$ cat config.mk
export PLATFORM = sky130hd
export DESIGN_NAME = psc_ctrl
export DESIGN_NICKNAME = d
export VERILOG_FILES = /design/src/rtl/psc_pkg.sv /design/src/rtl/psc_domain_seq.sv /design/src/rtl/psc_module_slot.sv /design/src/rtl/psc_ctrl.sv
export SDC_FILE = /design/constraint.sdc
export NUM_CORES = 1
export LEC_CHECK = 0
export ABC_AREA = 1
export BUFFER_PORTS_ARGS = -buffer_cell sky130_fd_sc_hd__buf_2
export CELL_PAD_IN_SITES_DETAIL_PLACEMENT = 1
export CELL_PAD_IN_SITES_GLOBAL_PLACEMENT = 2
export CORE_ASPECT_RATIO = 1.75
export CORE_MARGIN = 2
export CORE_UTILIZATION = 32
export DETAILED_ROUTE_END_ITERATION = 16
export GPL_TIMING_DRIVEN = 0
export PLACE_DENSITY = 0.79
export SYNTH_ARGS = -nofsm -noshare
export SYNTH_HDL_FRONTEND = slang
export SYNTH_HIERARCHICAL = 1
export SYNTH_SLANG_ARGS = --single-unit
$ cat constraint.sdc
create_clock -name clk -period 2.56 [get_ports clk]
set_clock_uncertainty 0.1 [all_clocks]
set_input_delay 0.384 -clock clk [delete_from_list [all_inputs] [get_ports clk]]
set_output_delay 0.384 -clock clk [all_outputs]
set_load 0.05 [all_outputs]
$ cat src/rtl/psc_pkg.sv
package psc_pkg;
  localparam int AW = 12;
  localparam int DW = 32;

  localparam logic [AW-1:0] OFF_GO    = 12'h120;
  localparam logic [AW-1:0] OFF_BUSY  = 12'h128;
  localparam logic [AW-1:0] OFF_DSTAT = 12'h200;
  localparam logic [AW-1:0] OFF_DCTL  = 12'h300;
  localparam logic [AW-1:0] OFF_MSTAT = 12'h800;
  localparam logic [AW-1:0] OFF_MCTL  = 12'hA00;

  localparam int ST_W = 6;
  localparam logic [ST_W-1:0] MST_RSTOFF  = 6'd0;
  localparam logic [ST_W-1:0] MST_SYNCRST = 6'd1;
  localparam logic [ST_W-1:0] MST_DISABLE = 6'd2;
  localparam logic [ST_W-1:0] MST_ENABLE  = 6'd3;

  localparam int REL_BIT   = 8;
  localparam int FORCE_BIT = 31;
  localparam int CLKON_BIT = 12;

  function automatic logic clk_running(input logic [ST_W-1:0] st);
    return st == MST_ENABLE;
  endfunction

  function automatic logic lrst_active(input logic [ST_W-1:0] st, input logic rel);
    return (st <= MST_SYNCRST) || !rel;
  endfunction

  function automatic int owner_domain(input int m, input int nd);
    return m % nd;
  endfunction

  function automatic logic [AW-1:0] slot_addr(input logic [AW-1:0] base, input int idx);
    return base + AW'(4 * idx);
  endfunction
endpackage

$ cat src/rtl/psc_domain_seq.sv
module psc_domain_seq #(
  parameter int BUSY_CYCLES = 8
) (
  input  logic clk,
  input  logic rst_n,
  input  logic go_req,
  input  logic pwr_req,
  output logic busy,
  output logic done_pulse,
  output logic dom_on
);
  localparam int CNT_W = $clog2(BUSY_CYCLES + 1);

  logic [CNT_W-1:0] cnt;
  logic go_accept;

  assign go_accept  = go_req && !busy;
  assign done_pulse = busy && (cnt == CNT_W'(1));

  always_ff @(posedge clk) begin
    if (!rst_n) begin
      busy   <= 1'b0;
      cnt    <= '0;
      dom_on <= 1'b0;
    end else if (go_accept) begin
      busy <= 1'b1;
      cnt  <= CNT_W'(BUSY_CYCLES);
    end else if (busy) begin
      if (done_pulse) begin
        busy   <= 1'b0;
        cnt    <= '0;
        dom_on <= pwr_req;
      end else begin
        cnt <= cnt - CNT_W'(1);
      end
    end
  end

  a_r3_busy_after_go: assert property (@(posedge clk) disable iff (!rst_n)
    go_accept |=> busy);
  a_r3_busy_holds: assert property (@(posedge clk) disable iff (!rst_n)
    (busy && !done_pulse) |=> busy);
  a_r8_go_ignored: assert property (@(posedge clk) disable iff (!rst_n)
    (go_req && busy && !done_pulse) |=> (cnt == $past(cnt) - CNT_W'(1)));
  a_r9_dom_update: assert property (@(posedge clk) disable iff (!rst_n)
    done_pulse |=> (dom_on == $past(pwr_req)));
  a_r9_dom_stable: assert property (@(posedge clk) disable iff (!rst_n)
    !done_pulse |=> $stable(dom_on));
endmodule

$ cat src/rtl/psc_module_slot.sv
module psc_module_slot
  import psc_pkg::*;
(
  input  logic          clk,
  input  logic          rst_n,
  input  logic          ctl_we,
  input  logic [DW-1:0] wdata,
  input  logic          apply,
  output logic [DW-1:0] ctl_q,
  output logic [DW-1:0] stat_q,
  output logic          clk_en,
  output logic          lrst
);
  logic [ST_W-1:0] nxt_st;
  logic [ST_W-1:0] cur_st;
  logic            rel;
  logic            force_f;

  always_ff @(posedge clk) begin
    if (!rst_n) begin
      nxt_st  <= MST_RSTOFF;
      rel     <= 1'b0;
      force_f <= 1'b0;
    end else if (ctl_we) begin
      nxt_st  <= wdata[ST_W-1:0];
      rel     <= wdata[REL_BIT];
      force_f <= wdata[FORCE_BIT];
    end
  end

  always_ff @(posedge clk) begin
    if (!rst_n) cur_st <= MST_RSTOFF;
    else if (apply) cur_st <= nxt_st;
  end

  assign clk_en = clk_running(cur_st);
  assign lrst   = lrst_active(cur_st, rel);

  always_comb begin
    ctl_q                = '0;
    ctl_q[ST_W-1:0]      = nxt_st;
    ctl_q[REL_BIT]       = rel;
    ctl_q[FORCE_BIT]     = force_f;
    stat_q               = '0;
    stat_q[ST_W-1:0]     = cur_st;
    stat_q[CLKON_BIT]    = clk_en;
  end

  a_r2_state_hold: assert property (@(posedge clk) disable iff (!rst_n)
    !apply |=> $stable(cur_st));
  a_r4_state_apply: assert property (@(posedge clk) disable iff (!rst_n)
    apply |=> (cur_st == $past(nxt_st)));
endmodule

$ cat src/rtl/psc_ctrl.sv
module psc_ctrl
  import psc_pkg::*;
#(
  parameter int NUM_MOD     = 4,
  parameter int NUM_DOM     = 2,
  parameter int BUSY_CYCLES = 8
) (
  input  logic               clk,
  input  logic               rst_n,
  input  logic               bus_sel,
  input  logic               bus_wr,
  input  logic [AW-1:0]      bus_addr,
  input  logic [DW-1:0]      bus_wdata,
  output logic [DW-1:0]      bus_rdata,
  output logic [NUM_MOD-1:0] mod_clk_en,
  output logic [NUM_MOD-1:0] mod_lrst
);
  logic               wr_en;
  logic               wr_go;
  logic [NUM_DOM-1:0] pwr_req;
  logic [NUM_DOM-1:0] dom_busy;
  logic [NUM_DOM-1:0] dom_done;
  logic [NUM_DOM-1:0] dom_on;
  logic [DW-1:0]      mctl_q [NUM_MOD];
  logic [DW-1:0]      mstat_q[NUM_MOD];
  logic               rd_hit;

  assign wr_en = bus_sel && bus_wr;
  assign wr_go = wr_en && (bus_addr == OFF_GO);

  for (genvar d = 0; d < NUM_DOM; d++) begin : g_dom
    localparam logic [AW-1:0] DCTL_A = slot_addr(OFF_DCTL, d);

    always_ff @(posedge clk) begin
      if (!rst_n) pwr_req[d] <= 1'b0;
      else if (wr_en && bus_addr == DCTL_A) pwr_req[d] <= bus_wdata[0];
    end

    psc_domain_seq #(.BUSY_CYCLES(BUSY_CYCLES)) u_seq (
      .clk       (clk),
      .rst_n     (rst_n),
      .go_req    (wr_go && bus_wdata[d]),
      .pwr_req   (pwr_req[d]),
      .busy      (dom_busy[d]),
      .done_pulse(dom_done[d]),
      .dom_on    (dom_on[d])
    );
  end

  for (genvar m = 0; m < NUM_MOD; m++) begin : g_mod
    localparam logic [AW-1:0] MCTL_A = slot_addr(OFF_MCTL, m);
    localparam int            OWNER  = owner_domain(m, NUM_DOM);

    psc_module_slot u_slot (
      .clk    (clk),
      .rst_n  (rst_n),
      .ctl_we (wr_en && bus_addr == MCTL_A),
      .wdata  (bus_wdata),
      .apply  (dom_done[OWNER]),
      .ctl_q  (mctl_q[m]),
      .stat_q (mstat_q[m]),
      .clk_en (mod_clk_en[m]),
      .lrst   (mod_lrst[m])
    );
  end

  always_comb begin
    bus_rdata = '0;
    rd_hit    = 1'b0;
    if (bus_addr == OFF_GO) begin
      rd_hit = 1'b1;
    end
    if (bus_addr == OFF_BUSY) begin
      rd_hit = 1'b1;
      bus_rdata[NUM_DOM-1:0] = dom_busy;
    end
    for (int d = 0; d < NUM_DOM; d++) begin
      if (bus_addr == slot_addr(OFF_DSTAT, d)) begin
        rd_hit    = 1'b1;
        bus_rdata = DW'(dom_on[d]);
      end
      if (bus_addr == slot_addr(OFF_DCTL, d)) begin
        rd_hit    = 1'b1;
        bus_rdata = DW'(pwr_req[d]);
      end
    end
    for (int m = 0; m < NUM_MOD; m++) begin
      if (bus_addr == slot_addr(OFF_MSTAT, m)) begin
        rd_hit    = 1'b1;
        bus_rdata = mstat_q[m];
      end
      if (bus_addr == slot_addr(OFF_MCTL, m)) begin
        rd_hit    = 1'b1;
        bus_rdata = mctl_q[m];
      end
    end
  end

  a_r10_unmapped_zero: assert property (@(posedge clk) disable iff (!rst_n)
    (bus_sel && !bus_wr && !rd_hit) |-> (bus_rdata == '0));
  a_r6_clk_bit_match: assert property (@(posedge clk) disable iff (!rst_n)
    mod_clk_en[0] == mstat_q[0][CLKON_BIT]);
endmodule

==> metrics.cfg <==
[worst_hold_path]
min_path_cells = 3
hold_path_end = g_mod[2].u_slot/force_f
min_from = bus_wdata[31]
min_path_type = in2reg

[power_and_ir_drop]
p_leak_nw = 5.229
power_switching_w = 0.0006570
pwr-share-comb_pct = 14.6
irDropWorstVdd_v = 0.0004799
pwr-share-seq_pct = 40.9
p_total_w = 0.002664
power.density_mw_per_mm2 = 284.9
power_frac_clock_pct = 44.6
intPower_w = 0.002007
switching_share_pct = 24.66

[sta]
hold_viol = 0
worst_slew_pin_slew_ns = 0.5937
setup-tns-final_ns = -0.07674
fin_crit_sh_pct = 101.9
finalSetupViolations = 3
final.min_clock_period_ns = 2.609
slew_violations = 0
slew_headroom_pct = 60.27
fin_ws_ns = -0.04919
grt_setup_unrepaired = yes
fmax_ghz = 0.3833
hold_ws_ns = 0.2626

[synthesis]
ys_seq_area_share_pct = 20.94
synth_area_sq_mm = 0.006691
synthArstFlopShare_pct = 0
ys_seq_elements = 70
synth.most_common_cell = nand2_1
synth-edff-count = 0
synth_common_cells = 288 x nand2_1, 218 x buf_4, 151 x nor2_1
yosys_warnings = 6
synth_area_leaders = buf_4 24%, dfxtp_1 21%, nand2_1 16%
ys.flop_type = dfxtp_1
syn_avg_cell_area_sq_um = 6.213
syn_inst = 1077
synth_top_area_share_pct = 24.46
ys_types = 33
yosysTopAreaCell = buf_4

[layout]
diodes = 0
final_core_util_pct = 45.25
fillers = 2823
fin_area_sq_mm = 0.009354
final_nets = 1413
layout-drive-gt1-share_pct = 34.04
areaGrowthSynthToFinish_pct = 39.79

[worst_setup_path]
critPathKind = in2out
crit_fanout = 5
critPathRequiredTime_ns = 2.08
end_kind = output pin
critPathLaunchType = primary input
critPathArrivalTime_ns = 2.13
critical_path_buf_inv_count = 4
crit_family = simple AND/OR/NAND/NOR gates
rr_startpoint = g_dom[1].u_seq/cnt[1]
timing.rr.end = g_mod[3].u_slot/cur_st[1]
ff2ff_path_depth = 7
crit_path_cell_trace = buf_6, nor2_4, nand2_4, nor2_4, buf_6, nand3_2, nand2_1, inv_1, nand2_1, nand2_1, nand2_1, nand2_1, nand2_2, nand2_2, nand2_1, nand2_1, nand2_1, nand2_1, nand2_1, nand2_2, buf_8
max_stage_delay_ns = 0.24
cp_common_cell = nand2_1
crit_slowest_cell = nor2_4
r2r_slack_ns = 0.92

[clock_network]
cts_buffers = 9
clk_pin_slew_ns = 0.06
clockBufferDepth = 2
cts_tree = done
clock-sinks = 70
clockRootBuffer = clkbuf_16
cts_max_level = 3
insertion_delay_ns = 0.34

[run_status]
status = complete, but fails checks
violations = negative setup slack

[routing]
wl_per_cell_microns = 14.01
first_pass_iters = 4
drt_iter0_markers = 172
ant_nets = 0
remaining_drc_errors = 0
totalWireLength_microns = 22670
vias_per_cell = 4.303
vias = 6962

[floorplan]
dieArea_sq_mm = 0.02213
die_w_microns = 113.3
start_util_pct = 32.37
rows = 70
ios = 88
die_y_microns = 195.3
core_area_sq_mm = 0.02067

[place]
placed_cell_area_sq_mm = 0.008055
port_buffers = 63
gp_congestion = 0.7878
dpl.hpwl_microns = 17900

[global_routing]
grt_max_degree = 27
grt_pass1_wl_microns = 36130
track_usage_pct = 21.13
antenna_found_initial = 0
grt.overflow.total = 0
grt_pass1_vias = 7046

[run]
drv_cap = 0

## cell families after synthesis
group,after synthesis,synth area share (%)
buffers and inverters,301,30.03
other,4,0.2243
and+or+nand+nor,546,34.05
adders and majority gates,4,0.7480
AOI/OAI and AO/OA,150,13.74
DFF,70,20.94
xor gates and xnor gates,2,0.2618
## stage by stage
step           cells  setup slack (ns)
3_3_place_gp    1584           -0.4012
3_5_place_dp    1584           -0.4720
5_1_grt         1618           -0.1949
6_report        1618          -0.04919
4_1_cts         1614          -0.07727
2_1_floorplan   1269          -0.03504
## layout by cell type, fill, tap and decap left out, drive strengths merged
cell type | synthesis | final
a21oi | 36 | 36
buf | 236 | 313
clkbuf | 10 | 24
clkinv | 1 | 5
clkinvlp | 0 | 2
conb | 4 | 196
dfxtp | 70 | 70
ha | 4 | 4
inv | 54 | 54
nand2 | 303 | 303
nand3 | 62 | 62
nand4 | 13 | 13
nor2 | 158 | 158
nor3 | 6 | 6
o211ai | 32 | 32
o21a | 2 | 2
o21ai | 64 | 64
o221ai | 15 | 15
o22ai | 1 | 1
or2 | 4 | 4
xor2 | 2 | 2
## worst reg2reg max path: stages (launching register included)
cell and delay (ns):
dfxtp_1 0.32, inv_1 0.08, ha_1 0.20, nand3_1 0.14, inv_2 0.28, inv_1 0.23, nor2_1 0.13, nor2_1 0.05
## cell type report
type / count / area (sq um) / share of cell area [%]
multi-input cells: 898 / 4468 / 47.77
plain buffers: 243 / 1907 / 20.39
flip-flops and latches: 70 / 1405 / 15.02
repair buffers: 84 / 742.0 / 7.932
well taps: 252 / 315.3 / 3.371
clock buffers: 10 / 239.0 / 2.555
inverters: 55 / 231.5 / 2.475
clock inverters: 6 / 46.29 / 0.4949
## sequential cells by signal, indices dropped and copies added, names as in the netlist
name                  count
g_mod.u_slot/cur_st      24
pwr_req                   2
g_dom.u_seq/busy          2
g_mod.u_slot/force_f      4
g_dom.u_seq/dom_on        2
g_dom.u_seq/cnt           8
g_mod.u_slot/nxt_st      24
g_mod.u_slot/rel          4
## power groups by stage
stage / logic (W) / clock network (W) / registers, W
floorplan: 0.000284 / 0 / 0.00111
global placement: 0.000337 / 0 / 0.00111
detailed placement: 0.000337 / 0 / 0.00111
CTS: 0.000354 / 0.00121 / 0.00109
global route: 0.000429 / 0.00125 / 0.00109
finish: 0.000388 / 0.00119 / 0.00109
## how the worst max path moves through the flow
stage	startpoint	end	slack (ns)	depth (start not counted)
2_1_floorplan	g_mod[0].u_slot/cur_st[3]	bus_rdata[12]	-0.04	14
3_3_place_gp	bus_addr[1]	bus_rdata[6]	-0.40	10
3_5_place_dp	bus_addr[1]	bus_rdata[12]	-0.47	10
4_1_cts	bus_addr[10]	bus_rdata[1]	-0.08	18
5_1_grt	bus_addr[0]	bus_rdata[0]	-0.19	21
6_report	bus_addr[4]	bus_rdata[0]	-0.05	21
## layer usage
metal | share of wire [%] | up-vias | GRT usage [%] | wire length (microns)
met5 | 0 | - | 0 | 0
met4 | 2.0 | 0 | 4.923 | 448
met3 | 1.0 | 21 | 1.397 | 226
met2 | 61 | 46 | 45.38 | 13830
met1 | 36 | 3254 | 21.00 | 8168
li1 | - | 3641 | - | -
## what timing repair did
action,CTS,global route
setup endpoints to repair,32,32
resized for setup,114,125
gates cloned,0,1
pin swaps,27,40
hold buffers,0,0
buffers inserted,15,5
hold endpoints to repair,0,0
(Power assumes the default switching activity.)
